<file path="config.mk">
export PLATFORM = sky130hd
export DESIGN_NAME = nor_byte_reader
export DESIGN_NICKNAME = d
export VERILOG_FILES = /design/src/rtl/nbr_pkg.sv /design/src/rtl/nbr_regs.sv /design/src/rtl/nbr_tick.sv /design/src/rtl/nbr_seq.sv /design/src/rtl/nor_byte_reader.sv
export SDC_FILE = /design/constraint.sdc
export NUM_CORES = 1
export LEC_CHECK = 0
export ABC_AREA = 0
export BUFFER_PORTS_ARGS = -buffer_cell sky130_fd_sc_hd__buf_4
export CAP_MARGIN = 20
export CORE_ASPECT_RATIO = 1.2
export CORE_MARGIN = 1
export CORE_UTILIZATION = 55
export DETAILED_ROUTE_END_ITERATION = 8
export PLACE_DENSITY = 0.79
export SYNTH_ARGS = -nofsm -noshare
export SYNTH_HDL_FRONTEND = slang
export SYNTH_SLANG_ARGS = --single-unit
</file>
<file path="constraint.sdc">
create_clock -name clk -period 3.6 [get_ports clk]
set_input_delay 0.36 -clock clk [delete_from_list [all_inputs] [get_ports clk]]
set_output_delay 0.36 -clock clk [all_outputs]
set_load 0.02 [all_outputs]
</file>
<file path="src/rtl/nbr_pkg.sv">
package nbr_pkg;
    localparam logic [7:0] START_CODE = 8'h81;
    localparam logic [4:0] START_LOW  = START_CODE[4:0];

    localparam logic [3:0] RA_CMD   = 4'd0;
    localparam logic [3:0] RA_ADR0  = 4'd1;
    localparam logic [3:0] RA_ADR1  = 4'd2;
    localparam logic [3:0] RA_ADR2  = 4'd3;
    localparam logic [3:0] RA_ADR3  = 4'd4;
    localparam logic [3:0] RA_OPC   = 4'd5;
    localparam logic [3:0] RA_MODE  = 4'd6;
    localparam logic [3:0] RA_OPT   = 4'd7;
    localparam logic [3:0] RA_RDATA = 4'd8;

    localparam int ADDR_W    = 32;
    localparam int DUMMY_CLK = 8;

    typedef enum logic [2:0] {
        S_IDLE, S_OPC, S_ADDR, S_DUMMY, S_DATA, S_FINISH
    } seq_state_t;

    typedef enum logic [1:0] {
        W_ONE, W_TWO, W_FOUR
    } lane_t;
endpackage

</file>
<file path="src/rtl/nbr_regs.sv">
module nbr_regs
    import nbr_pkg::*;
(
    input  logic        clk,
    input  logic        rst_n,
    input  logic        we,
    input  logic [3:0]  waddr,
    input  logic [7:0]  wdata,
    input  logic [3:0]  raddr,
    output logic [7:0]  rdata,
    input  logic        done,
    input  logic [7:0]  rx_byte,
    output logic        start,
    output logic        busy,
    output logic [7:0]  opcode,
    output logic [ADDR_W-1:0] addr,
    output lane_t       lane,
    output logic        fast,
    output logic        four_byte
);
    logic [7:0] cmd_q, mode_q, opt_q, rd_q;
    logic [7:0] adr_q [4];

    assign busy  = |cmd_q[4:0];
    assign start = we && (waddr == RA_CMD) && (wdata == START_CODE) && !busy;

    always_ff @(posedge clk or negedge rst_n) begin
        if (!rst_n) begin
            cmd_q  <= '0;
            mode_q <= '0;
            opt_q  <= '0;
            opcode <= '0;
            rd_q   <= '0;
            for (int i = 0; i < 4; i++) adr_q[i] <= '0;
        end else begin
            if (start)
                cmd_q <= wdata;
            else if (done)
                cmd_q <= cmd_q & ~{3'b000, START_LOW};
            if (done)
                rd_q <= rx_byte;
            if (we) begin
                unique case (waddr)
                    RA_ADR0: adr_q[0] <= wdata;
                    RA_ADR1: adr_q[1] <= wdata;
                    RA_ADR2: adr_q[2] <= wdata;
                    RA_ADR3: adr_q[3] <= wdata;
                    RA_OPC:  opcode   <= wdata;
                    RA_MODE: mode_q   <= wdata;
                    RA_OPT:  opt_q    <= wdata;
                    default: ;
                endcase
            end
        end
    end

    assign addr      = {adr_q[3], adr_q[2], adr_q[1], adr_q[0]};
    assign fast      = opt_q[0];
    assign four_byte = opt_q[1];

    always_comb begin
        if (mode_q == 8'h01)      lane = W_TWO;
        else if (mode_q == 8'h04) lane = W_FOUR;
        else                      lane = W_ONE;
    end

    always_comb begin
        unique case (raddr)
            RA_CMD:   rdata = cmd_q;
            RA_ADR0:  rdata = adr_q[0];
            RA_ADR1:  rdata = adr_q[1];
            RA_ADR2:  rdata = adr_q[2];
            RA_ADR3:  rdata = adr_q[3];
            RA_OPC:   rdata = opcode;
            RA_MODE:  rdata = mode_q;
            RA_OPT:   rdata = opt_q;
            RA_RDATA: rdata = rd_q;
            default:  rdata = '0;
        endcase
    end

    // an accepted start code makes the engine busy on the next edge
    assert_start_busy_R2: assert property (@(posedge clk) disable iff (!rst_n)
        start |=> busy);
endmodule

</file>
<file path="src/rtl/nbr_tick.sv">
module nbr_tick #(
    parameter int HALF = 2
) (
    input  logic clk,
    input  logic rst_n,
    input  logic run,
    output logic tick
);
    localparam int CW = (HALF > 1) ? $clog2(HALF) : 1;
    localparam logic [CW-1:0] LAST = CW'(HALF - 1);

    logic [CW-1:0] cnt_q;

    assign tick = run && (cnt_q == LAST);

    always_ff @(posedge clk or negedge rst_n) begin
        if (!rst_n)      cnt_q <= '0;
        else if (!run)   cnt_q <= '0;
        else if (tick)   cnt_q <= '0;
        else             cnt_q <= cnt_q + 1'b1;
    end
endmodule

</file>
<file path="src/rtl/nbr_seq.sv">
module nbr_seq
    import nbr_pkg::*;
(
    input  logic        clk,
    input  logic        rst_n,
    input  logic        start,
    input  logic        tick,
    input  logic [7:0]  opcode,
    input  logic [ADDR_W-1:0] addr,
    input  lane_t       lane,
    input  logic        fast,
    input  logic        four_byte,
    input  logic [3:0]  io_i,
    output logic        run,
    output logic        cs_n,
    output logic        sck,
    output logic [3:0]  io_o,
    output logic [3:0]  io_oe,
    output logic [7:0]  rx_byte,
    output logic        done
);
    seq_state_t state_q, state_d;
    logic [ADDR_W-1:0] sh_q, adr_q;
    logic [4:0]  cnt_q;
    lane_t       lane_q;
    logic        dummy_q, four_q;
    logic        rise, fall, last;
    logic [4:0]  data_cnt;

    assign rise = tick && !sck;
    assign fall = tick && sck;
    assign last = fall && (cnt_q == 5'd0);

    always_comb begin
        unique case (lane_q)
            W_TWO:   data_cnt = 5'd3;
            W_FOUR:  data_cnt = 5'd1;
            default: data_cnt = 5'd7;
        endcase
    end

    always_comb begin
        state_d = state_q;
        unique case (state_q)
            S_IDLE:   if (start) state_d = S_OPC;
            S_OPC:    if (last)  state_d = S_ADDR;
            S_ADDR:   if (last)  state_d = dummy_q ? S_DUMMY : S_DATA;
            S_DUMMY:  if (last)  state_d = S_DATA;
            S_DATA:   if (last)  state_d = S_FINISH;
            S_FINISH: state_d = S_IDLE;
            default:  state_d = S_IDLE;
        endcase
    end

    always_ff @(posedge clk or negedge rst_n) begin
        if (!rst_n) state_q <= S_IDLE;
        else        state_q <= state_d;
    end

    always_ff @(posedge clk or negedge rst_n) begin
        if (!rst_n) begin
            cs_n    <= 1'b1;
            sck     <= 1'b0;
            sh_q    <= '0;
            adr_q   <= '0;
            cnt_q   <= '0;
            lane_q  <= W_ONE;
            dummy_q <= 1'b0;
            four_q  <= 1'b0;
            rx_byte <= '0;
        end else if (state_q == S_IDLE) begin
            if (start) begin
                cs_n    <= 1'b0;
                sh_q    <= {opcode, {(ADDR_W-8){1'b0}}};
                adr_q   <= addr;
                cnt_q   <= 5'd7;
                lane_q  <= lane;
                dummy_q <= fast || (lane != W_ONE);
                four_q  <= four_byte;
            end
        end else if (rise) begin
            sck <= 1'b1;
            if (state_q == S_DATA) begin
                unique case (lane_q)
                    W_TWO:   rx_byte <= {rx_byte[5:0], io_i[1:0]};
                    W_FOUR:  rx_byte <= {rx_byte[3:0], io_i};
                    default: rx_byte <= {rx_byte[6:0], io_i[1]};
                endcase
            end
        end else if (fall) begin
            sck <= 1'b0;
            if (cnt_q != 5'd0) begin
                cnt_q <= cnt_q - 1'b1;
                sh_q  <= {sh_q[ADDR_W-2:0], 1'b0};
            end else begin
                unique case (state_q)
                    S_OPC: begin
                        sh_q  <= four_q ? adr_q : {adr_q[23:0], 8'h00};
                        cnt_q <= four_q ? 5'd31 : 5'd23;
                    end
                    S_ADDR:  cnt_q <= dummy_q ? 5'(DUMMY_CLK - 1) : data_cnt;
                    S_DUMMY: cnt_q <= data_cnt;
                    default: cs_n  <= 1'b1;
                endcase
            end
        end
    end

    assign run   = (state_q != S_IDLE) && (state_q != S_FINISH);
    assign done  = (state_q == S_FINISH);
    assign io_o  = {3'b000, sh_q[ADDR_W-1]};
    assign io_oe = ((state_q == S_OPC) || (state_q == S_ADDR)) ? 4'b0001 : 4'b0000;

    // serial clock rests low while the flash is deselected
    assert_sck_idle_R10: assert property (@(posedge clk) disable iff (!rst_n)
        cs_n |-> !sck);
    // only IO0 is ever driven, and only with the flash selected
    assert_io_drive_R3: assert property (@(posedge clk) disable iff (!rst_n)
        (io_oe != 4'b0000) |-> (io_oe == 4'b0001 && !cs_n));
endmodule

</file>
<file path="src/rtl/nor_byte_reader.sv">
module nor_byte_reader
    import nbr_pkg::*;
#(
    parameter int SCK_HALF = 2
) (
    input  logic       clk,
    input  logic       rst_n,
    input  logic       reg_we,
    input  logic [3:0] reg_waddr,
    input  logic [7:0] reg_wdata,
    input  logic [3:0] reg_raddr,
    output logic [7:0] reg_rdata,
    output logic       flash_cs_n,
    output logic       flash_sck,
    output logic [3:0] flash_io_o,
    output logic [3:0] flash_io_oe,
    input  logic [3:0] flash_io_i
);
    logic        start, busy, done, run, tick, fast, four_byte;
    logic [7:0]  opcode, rx_byte;
    logic [ADDR_W-1:0] addr;
    lane_t       lane;

    nbr_regs u_regs (
        .clk(clk), .rst_n(rst_n), .we(reg_we), .waddr(reg_waddr),
        .wdata(reg_wdata), .raddr(reg_raddr), .rdata(reg_rdata),
        .done(done), .rx_byte(rx_byte), .start(start), .busy(busy),
        .opcode(opcode), .addr(addr), .lane(lane), .fast(fast),
        .four_byte(four_byte)
    );

    nbr_tick #(.HALF(SCK_HALF)) u_tick (
        .clk(clk), .rst_n(rst_n), .run(run), .tick(tick)
    );

    nbr_seq u_seq (
        .clk(clk), .rst_n(rst_n), .start(start), .tick(tick),
        .opcode(opcode), .addr(addr), .lane(lane), .fast(fast),
        .four_byte(four_byte), .io_i(flash_io_i), .run(run),
        .cs_n(flash_cs_n), .sck(flash_sck), .io_o(flash_io_o),
        .io_oe(flash_io_oe), .rx_byte(rx_byte), .done(done)
    );

    // the flash is selected only while the command is busy
    assert_cs_busy_R2: assert property (@(posedge clk) disable iff (!rst_n)
        !flash_cs_n |-> busy);
    // start bits are clear on the edge after chip select rises
    assert_busy_clear_R8: assert property (@(posedge clk) disable iff (!rst_n)
        $rose(flash_cs_n) |=> !busy);
endmodule

</file>
==> impl_metrics.yaml <==
floorplan:
  rows: 47
  die_h_um: 132
  die_w_um: 110
  core_sq_um: 13800
  ios: 41
  die_area_sq_um: 14600
  start_util: 0.564
placed_design:
  gp_congestion: 0.865
  portBuffers: 34
  dpl_worst_slack_ps: 651
  hpwl_um: 12700
power:
  p_leak_uw: 0.00414
  power_density_nw_per_um2: 517
  peakVddDrop_mv: 0.398
routing:
  viasPerCell: 6.19
  wl_per_cell_um: 19.8
  drcViolationCount: 0
  drt_iter0_drc: 409
  vias: 5846
  drt_first_pass_iters: 5
  antenna_left: 0
  routed_wl_um: 18700
clocking:
  cts.path.max_buffers: 2
  cts-resized-gates: 0
  postCtsHoldBufs: 0
  cts_setup_buffers: 0
  cts_root_buf: "clkbuf_16"
  cts_tree: "built"
  clk_pin_slew_ps: 60
  htree_levels: 4
  cts_made_buffers: 17
  clock_sinks: 159
  clock_latency_ps: 440
timing:
  tightest_slew_ps: 1060
  tns_ps: 0
  slew_headroom: 0.292
  max_clock_freq_mhz: 340
  clock_skew_ps: 6.02
  fin_crit_ps: 2940
  hold_viol_final: 0
  slew_violations: 0
  final.setup.worst_slack_ps: 655
  finalSetupViolCount: 0
  timing.final.crit_share: 0.818
  rsz0062_at_grt: "false"
min_path:
  hold_path_class: "in -> async"
yosys:
  synth-seq-cells: 159
  synth-warning-count: 0
  synth.top_cell.area_share: 0.510
  syn_area_sq_um: 7760
  ys_types: 52
  postSynthCellCount: 754
  synth_area_leaders: "dfrtp_1 (51%), mux2_2 (11%), nand2_1 (6.6%)"
  syn_avg_cell_area_sq_um: 10.3
  ys_async_sr_fraction: 1.00
  synth_top_cell_by_area: "dfrtp_1"
  ys_seq_area_frac: 0.513
  synth_ff_type: "dfrtp_1"
  synth-edff-count: 0
run_status:
  outcome: "finished, final reports clean"
global_route:
  grt_pass1_wl_um: 30300
  grt_max_degree: 93
  gr-usage-all-layers: 0.268
  antenna_found_initial: 0
  grt_pass1_vias: 5838
  grt_overflow: 0
final_layout:
  fillers: 1061
  nets: 787
  most-common-layout-cells: "dfrtp_1 (158), nand2_1 (137), mux2_2 (73), a21oi_1 (49), buf_4 (45)"
  layout_commonest_cell: "dfrtp_1"
  area_growth_pct: 12.6
  drive_gt1_frac: 0.213
  antennaDiodeCount: 0
setup_path:
  worstPathMaxFanout: 22
  r2r_cells: 5
  start_kind: "register"
  critPathRequiredTime_ps: 3910
  crit_type: "reg -> reg"
  critPathArrivalTime_ps: 3260
  end_kind: "register"
run:
  drv_cap: 0
==> synthesized netlist by cell type, types with 7 or more instances <==
library cell / count
dfrtp_1: 158
nand2_1: 137
mux2_2: 73
a21oi_1: 49
clkbuf_1: 47
o21ai_0: 42
mux2i_1: 35
nor2_1: 32
nor3_1: 24
o2bb2ai_1: 24
a22oi_1: 12
nand3_1: 11
and3_1: 10
nand3b_1: 9
buf_4: 7
inv_1: 7
nor2b_1: 7
==> through the flow <==
step,power (uW),util,hold WS [ps],std cells,area (sq um)
floorplan,2350,-,64.4,759,7770
global placement,2520,0.588,383,913,8090
detailed placement,2550,0.588,391,913,8090
finish,4520,0.635,4.53,945,8740
global route,4650,0.635,70.7,945,8740
CTS,4520,0.635,36.7,945,8740
==> worst max-delay path: stages (launching register included) <==
cell       delay (ps)
dfrtp_1           510
or3_1             580
or4b_1            600
a221o_1           650
buf_4             330
o2bb2ai_1         140
==> power breakdown <==
part	switching (uW)	leakage [uW]	total [uW]	internal, uW
clock	749	0.000314	1980	1240
combinational	217	0.00187	444	228
sequential	150	0.00196	2090	1940
==> worst paths after layout <==
kind / slack, ps / start / to
hold reg to reg: 410 / u_regs.cmd_q[2]$_DFFE_PN0N_ / u_regs.cmd_q[2]$_DFFE_PN0N_
setup reg to reg: 660 / u_seq.state_q[2]$_DFFE_PN0P_ / u_seq.sh_q[12]$_DFFE_PN0P_
setup / recovery: 660 / u_seq.state_q[2]$_DFFE_PN0P_ / u_seq.sh_q[12]$_DFFE_PN0P_
hold / removal: 5 / rst_n / u_seq.four_q$_DFFE_PN0P_
min in group clk: 220 / reg_wdata[5] / u_regs.addr[21]$_DFFE_PN0P_
max in group asynchronous: 2760 / rst_n / u_regs.rd_q[6]$_DFFE_PN0N_
==> area by class of cell <==
cell class                      count  area (sq um)  area share
Clock inverter                     13           210      0.0241
Clock buffer                       19           433      0.0495
Sequential cell                   159          3980       0.456
Timing Repair Buffer               47           369      0.0422
Inverter                            7          26.3     0.00301
Multi-Input combinational cell    529          3500       0.401
Tap cell                          171           214      0.0245
==> cells by family (layout without fill, tap and decap cells) <==
kind of cell | count (synthesis) | in the layout | synth area share
fa+ha+maj | 3 | 3 | 0.00484
mux | 117 | 117 | 0.171
other cells | 1 | 6 | 0.000483
simple gates | 255 | 255 | 0.151
compound gates | 144 | 144 | 0.115
flops | 159 | 159 | 0.513
xor+xnor | 4 | 4 | 0.00452
buf+inv | 71 | 86 | 0.0395
==> routing by layer <==
metal / GRT usage / up-vias / routed length (um)
met3: 0.0570 / 54 / 894
li1: - / 2664 / -
met5: 0 / - / 0
met4: 0.152 / 0 / 814
met1: 0.353 / 2935 / 7960
met2: 0.413 / 193 / 9030
(Power assumes the default switching activity.)
